File: config.mk
export PLATFORM = sky130hd
export DESIGN_NAME = esr_edge_flop
export DESIGN_NICKNAME = d
export VERILOG_FILES = /design/src/rtl/esr_pkg.sv /design/src/rtl/esr_edge_detect.sv /design/src/rtl/esr_next.sv /design/src/rtl/esr_edge_flop.sv
export SDC_FILE = /design/constraint.sdc
export NUM_CORES = 1
export LEC_CHECK = 0
export ABC_AREA = 1
export BUFFER_PORTS_ARGS = -buffer_cell sky130_fd_sc_hd__buf_2
export CORE_AREA = 2 2 39 41
export CTS_CLUSTER_SIZE = 14
export DETAILED_ROUTE_END_ITERATION = 10
export DIE_AREA = 0 0 41 43
export PLACE_DENSITY = 0.3
export SLEW_MARGIN = 25
export SYNTH_ARGS = -nofsm -noshare
export SYNTH_HDL_FRONTEND = slang
export SYNTH_SLANG_ARGS = --single-unit
File: constraint.sdc
create_clock -name clk -period 1.3 [get_ports clk]
set_clock_uncertainty 0.2 [all_clocks]
set_input_delay 0 -clock clk [delete_from_list [all_inputs] [get_ports clk]]
set_output_delay 0 -clock clk [all_outputs]
set_load 0.05 [all_outputs]
File: src/rtl/esr_pkg.sv
// Package: shared types for the edge-ordered set/clear bit.
// Assumes: a two-bit input pair (set, clear) sampled once per clock.
package esr_pkg;

    localparam int PAIR_W = 2;

    // Total state: remembered bit plus the last accepted input pair.
    typedef struct packed {
        logic q;
        logic s;
        logic c;
    } total_t;

    // Edge events seen between the reference pair and the current sample.
    typedef struct packed {
        logic s_rise;
        logic c_rise;
        logic both;
    } edge_ev_t;

    localparam total_t TOTAL_RESET = '{q: 1'b0, s: 1'b0, c: 1'b0};

endpackage

File: src/rtl/esr_edge_detect.sv
// Module: compares the sampled input pair with the reference pair and
// reports rising edges and a simultaneous change of both levels.
// Assumes: reference pair comes from the owner's state register.
module esr_edge_detect
    import esr_pkg::*;
(
    input  logic     prev_s,
    input  logic     prev_c,
    input  logic     cur_s,
    input  logic     cur_c,
    output edge_ev_t ev
);

    logic [PAIR_W-1:0] diff;

    // Purpose: mark which levels differ from the reference and which rose.
    always_comb begin
        diff      = {cur_s ^ prev_s, cur_c ^ prev_c};
        ev.s_rise = cur_s & ~prev_s;
        ev.c_rise = cur_c & ~prev_c;
        ev.both   = &diff;
    end

endmodule

File: src/rtl/esr_next.sv
// Module: next total state and error decision for the edge-ordered bit.
// Assumes: primed is low only for the first sample after reset.
module esr_next
    import esr_pkg::*;
(
    input  total_t   cur,
    input  edge_ev_t ev,
    input  logic     primed,
    input  logic     set_lvl,
    input  logic     clr_lvl,
    output total_t   nxt,
    output logic     err
);

    // Purpose: pick next bit from the newest rising edge; always track levels.
    always_comb begin
        nxt   = cur;
        err   = 1'b0;
        nxt.s = set_lvl;
        nxt.c = clr_lvl;
        if (primed) begin
            if (ev.both) begin
                err = 1'b1;
            end else if (ev.s_rise) begin
                nxt.q = 1'b1;
            end else if (ev.c_rise) begin
                nxt.q = 1'b0;
            end
        end
    end

endmodule

File: src/rtl/esr_edge_flop.sv
// Module: top of the edge-ordered set/clear bit. Holds the total state,
// the post-reset priming flag and the registered error flag.
// Assumes: levels are already synchronous to clk; at most one changes per sample.
module esr_edge_flop
    import esr_pkg::*;
(
    input  logic clk,
    input  logic rst_n,
    input  logic set_lvl,
    input  logic clr_lvl,
    output logic q,
    output logic proto_err
);

    total_t   track;
    total_t   nxt_track;
    edge_ev_t ev;
    logic     primed;
    logic     nxt_err;

    esr_edge_detect u_det (
        .prev_s (track.s),
        .prev_c (track.c),
        .cur_s  (set_lvl),
        .cur_c  (clr_lvl),
        .ev     (ev)
    );

    esr_next u_nxt (
        .cur     (track),
        .ev      (ev),
        .primed  (primed),
        .set_lvl (set_lvl),
        .clr_lvl (clr_lvl),
        .nxt     (nxt_track),
        .err     (nxt_err)
    );

    // Purpose: total-state, priming and error registers with synchronous reset.
    always_ff @(posedge clk) begin
        if (!rst_n) begin
            track     <= TOTAL_RESET;
            primed    <= 1'b0;
            proto_err <= 1'b0;
        end else begin
            track     <= nxt_track;
            primed    <= 1'b1;
            proto_err <= nxt_err;
        end
    end

    assign q = track.q;

    // reset forces a cleared bit and no error
    p_reset_clear_r1: assert property (@(posedge clk)
        !rst_n |=> (!q && !proto_err));

    // first sample after reset is never an edge
    p_first_ref_r2: assert property (@(posedge clk) disable iff (!rst_n)
        !primed |=> (!q && !proto_err));

    // lone set rise gives q=1
    p_set_rise_r3: assert property (@(posedge clk) disable iff (!rst_n)
        (primed && set_lvl && !track.s && (clr_lvl == track.c)) |=> q);

    // lone clear rise gives q=0
    p_clr_rise_r4: assert property (@(posedge clk) disable iff (!rst_n)
        (primed && clr_lvl && !track.c && (set_lvl == track.s)) |=> !q);

    // a lone falling level keeps q
    p_fall_hold_r6: assert property (@(posedge clk) disable iff (!rst_n)
        (primed && ((!set_lvl && track.s && (clr_lvl == track.c)) ||
                    (!clr_lvl && track.c && (set_lvl == track.s)))) |=> $stable(q));

    // double change holds q and raises the flag
    p_double_flag_r8: assert property (@(posedge clk) disable iff (!rst_n)
        (primed && (set_lvl != track.s) && (clr_lvl != track.c)) |=> (proto_err && $stable(q)));

endmodule

==> impl_metrics.py <==
metrics = {
    "sta": {
        "fmax_ghz": 0.8388,
        "fin_tns_setup_ps": 0,
        "period_minus_slack_ps": 1192,
        "tightest_slew_ps": 246.8,
        "final_hold_viol_count": 1,
        "rsz0062_at_grt": "no",
        "finalCritPeriodShare_pct": 91.70,
        "slew_headroom_pct": 83.66,
        "setup_viol": 0,
        "hold_slack_ps": -34.61,
        "drv_slew": 0,
    },
    "worst_setup_path": {
        "cp.buffers_inverters": 2,
        "cp_max_fo": 3,
        "max_stage_delay_ps": 300,
        "end_kind": "register",
        "critPathArrivalTime_ps": 1170,
        "crit_path_cell_trace": "inv_1 -> ha_1 -> inv_1 -> nand2_2 -> nand3_2 -> nand2_2 -> a21oi_2",
        "critPathTopFamily": "flip-flops",
        "path_class": "register to register",
        "cp.required_ps": 1280,
        "startpoint_type": "register",
        "slowest_stage": "dfxtp_1",
    },
    "status": {
        "outcome": "finished with violations",
        "violations": "negative hold slack",
    },
    "pwr": {
        "p_seq_share_pct": 41.1,
        "p_int_uw": 301.4,
        "combinationalPowerShare_pct": 13.8,
        "p_per_area_nw_per_um2": 1306,
        "p_leak_nw": 0.1609,
        "p_sw_uw": 102.2,
        "peakVddDrop_uv": 442.6,
        "pwr-share-clk_pct": 45.1,
        "p_sw_share_pct": 25.31,
    },
    "clock_tree": {
        "path_clk_slew_ps": 50,
        "cts_buffers": 3,
        "cts_tree": "yes",
        "post_cts_buffers": 0,
        "h-tree-depth": 1,
        "cts-root-buf": "clkbuf_4",
        "clock-sinks": 5,
        "clockBufferDepth": 2,
        "clk_latency_ps": 240,
    },
    "synth": {
        "synth_top_family_by_area": "simple AND/OR/NAND/NOR gates",
        "post_synth_and_or_nand_nor_area_fraction_pct": 22.89,
        "synthCells": 23,
        "yosysWarnings": 0,
        "synthXorXnorAreaFrac_pct": 0,
        "synth_compound_area_share_pct": 4.217,
        "syn_area_per_cell_sq_um": 9.030,
        "synth.ff_latch_count": 5,
        "ys_seq_area_share_pct": 48.19,
        "syn-num-nets": 29,
        "ys_types": 8,
        "synth-adder-area-share_pct": 12.05,
        "netlist_area_sq_um": 207.7,
        "muxShareOfSynthArea_pct": 0,
    },
    "floorplan": {
        "die_y_um": 43,
        "row_count": 14,
        "floorplan.core_area_sq_um": 1384,
        "ios": 6,
        "initial_core_util_pct": 15.01,
        "die_w_um": 41,
        "dieArea_sq_um": 1763,
    },
    "drt": {
        "wl_um": 354,
        "antenna_left": 0,
        "viasPerCell": 3.314,
        "wl_per_cell_um": 6.941,
        "drc": 0,
        "dr.first_iter.drc_count": 0,
        "drtPass1Iterations": 1,
        "vias": 169,
    },
    "placement": {
        "io_buffers": 5,
        "dp_hpwl_um": 270.4,
        "place_congestion": 0.6111,
    },
    "global_route": {
        "grt_first_pass_wirelength_um": 538,
        "antenna_found_initial": 0,
        "grt-ovfl-total": 0,
        "first_global_vias": 138,
        "grtUsageTotal_pct": 5.628,
        "grt_max_degree": 6,
    },
    "worst_hold_path": {
        "hp-class": "input pin to register",
    },
    "flow_run": {
        "max_cap_violations": 0,
    },
    "finish": {
        "final_layout_size_suffix_gt1_share_pct": 37.14,
        "area_growth_pct": 48.80,
        "nNetsFinal": 42,
        "fin_util_pct": 22.33,
        "nFillCells": 154,
        "antenna_cells": 0,
    },
}
==> per-stage QoR <==
step	std cells	instance area (sq um)	power, mW	setup WS [ps]
2_1_floorplan	23	207.7	0.2044	125.8
3_3_place_gp	44	252.7	0.2183	111.0
3_5_place_dp	44	252.7	0.2191	92.87
4_1_cts	49	289.0	0.4140	89.69
5_1_grt	51	309.0	0.4310	13.54
6_report	51	309.0	0.4036	107.9
==> state kept, by name, indices dropped and copies added (netlist names) <==
| register | count |
|---|---|
| primed | 1 |
| q | 1 |
| track | 2 |
| proto_err | 1 |
==> layer usage <==
metal  up-vias  part of all wire, %  track usage, %
met3         0                   10           7.853
met4         0                    0           4.000
met5         -                    0               0
met2         5                   50           6.563
li1         90                    -               -
met1        74                   40           4.516
==> kinds of logic after synthesis <==
logic type / Yosys count
simple gates: 8
buf+inv: 7
flops: 5
fa+ha+maj: 2
compound gates: 1
==> cells in the mapped netlist, drive strengths merged <==
library cell	n	area [sq um]
dfxtp	5	100.1
nand3	2	20.02
inv	7	26.28
nand2	5	23.77
nor2	1	3.750
a21oi	1	8.760
ha	2	25.02
==> cells in the final DEF, fill, tap and decap left out, drive strengths merged <==
| cell type | Yosys | routed |
|---|---|---|
| a21oi | 1 | 1 |
| buf | 0 | 5 |
| nand3 | 2 | 2 |
| dlygate4sd3 | 0 | 3 |
| nand2 | 5 | 5 |
| nor2 | 1 | 1 |
| ha | 2 | 2 |
| clkbuf | 0 | 4 |
| inv | 7 | 7 |
| dfxtp | 5 | 5 |
==> layout make-up <==
cell class                 instances  area, sq um  share of cell area, %
tap                               16        20.02                  6.478
clock buffer                       4        26.28                  8.502
multi-input combinational         11        81.33                  26.32
sequential                         5        100.1                  32.39
inverter                           7        26.28                  8.502
timing repair buffer               8        55.05                  17.81
==> power groups by stage <==
stage | sequential, mW | combinational, mW | clock (mW)
4_1_cts | 0.166 | 0.0528 | 0.195
5_1_grt | 0.166 | 0.0636 | 0.201
2_1_floorplan | 0.180 | 0.0242 | 0
3_5_place_dp | 0.169 | 0.0503 | 0
3_3_place_gp | 0.169 | 0.0496 | 0
6_report | 0.166 | 0.0557 | 0.182
==> path summary, 6_finish.rpt <==
path         depth (start not counted)  startpoint  slack [ps]        end
max                                  7    track[0]         110          q
max reg2reg                          7    track[0]         110          q
min reg2reg                          2           q         260          q
min                                  5     set_lvl         -30  proto_err
==> timing repair <==
action / 4_1_cts / 5_1_grt
hold buffers: 1 / 2
setup endpoints to repair: 0 / 0
hold endpoints to repair: 5 / 2
gates resized for setup: 0 / 0
==> worst register-to-register path: cells and delay by family (launching register included) <==
kind | cells | cell delay [ps]
AO/OA/AOI/OAI | 1 | 100
flip-flops | 1 | 300
AND/OR/NAND/NOR | 3 | 180
adder cells (fa/ha/maj) | 1 | 260
buffers and inverters | 2 | 90
No activity file was read; power rests on OpenSTA's default activity.
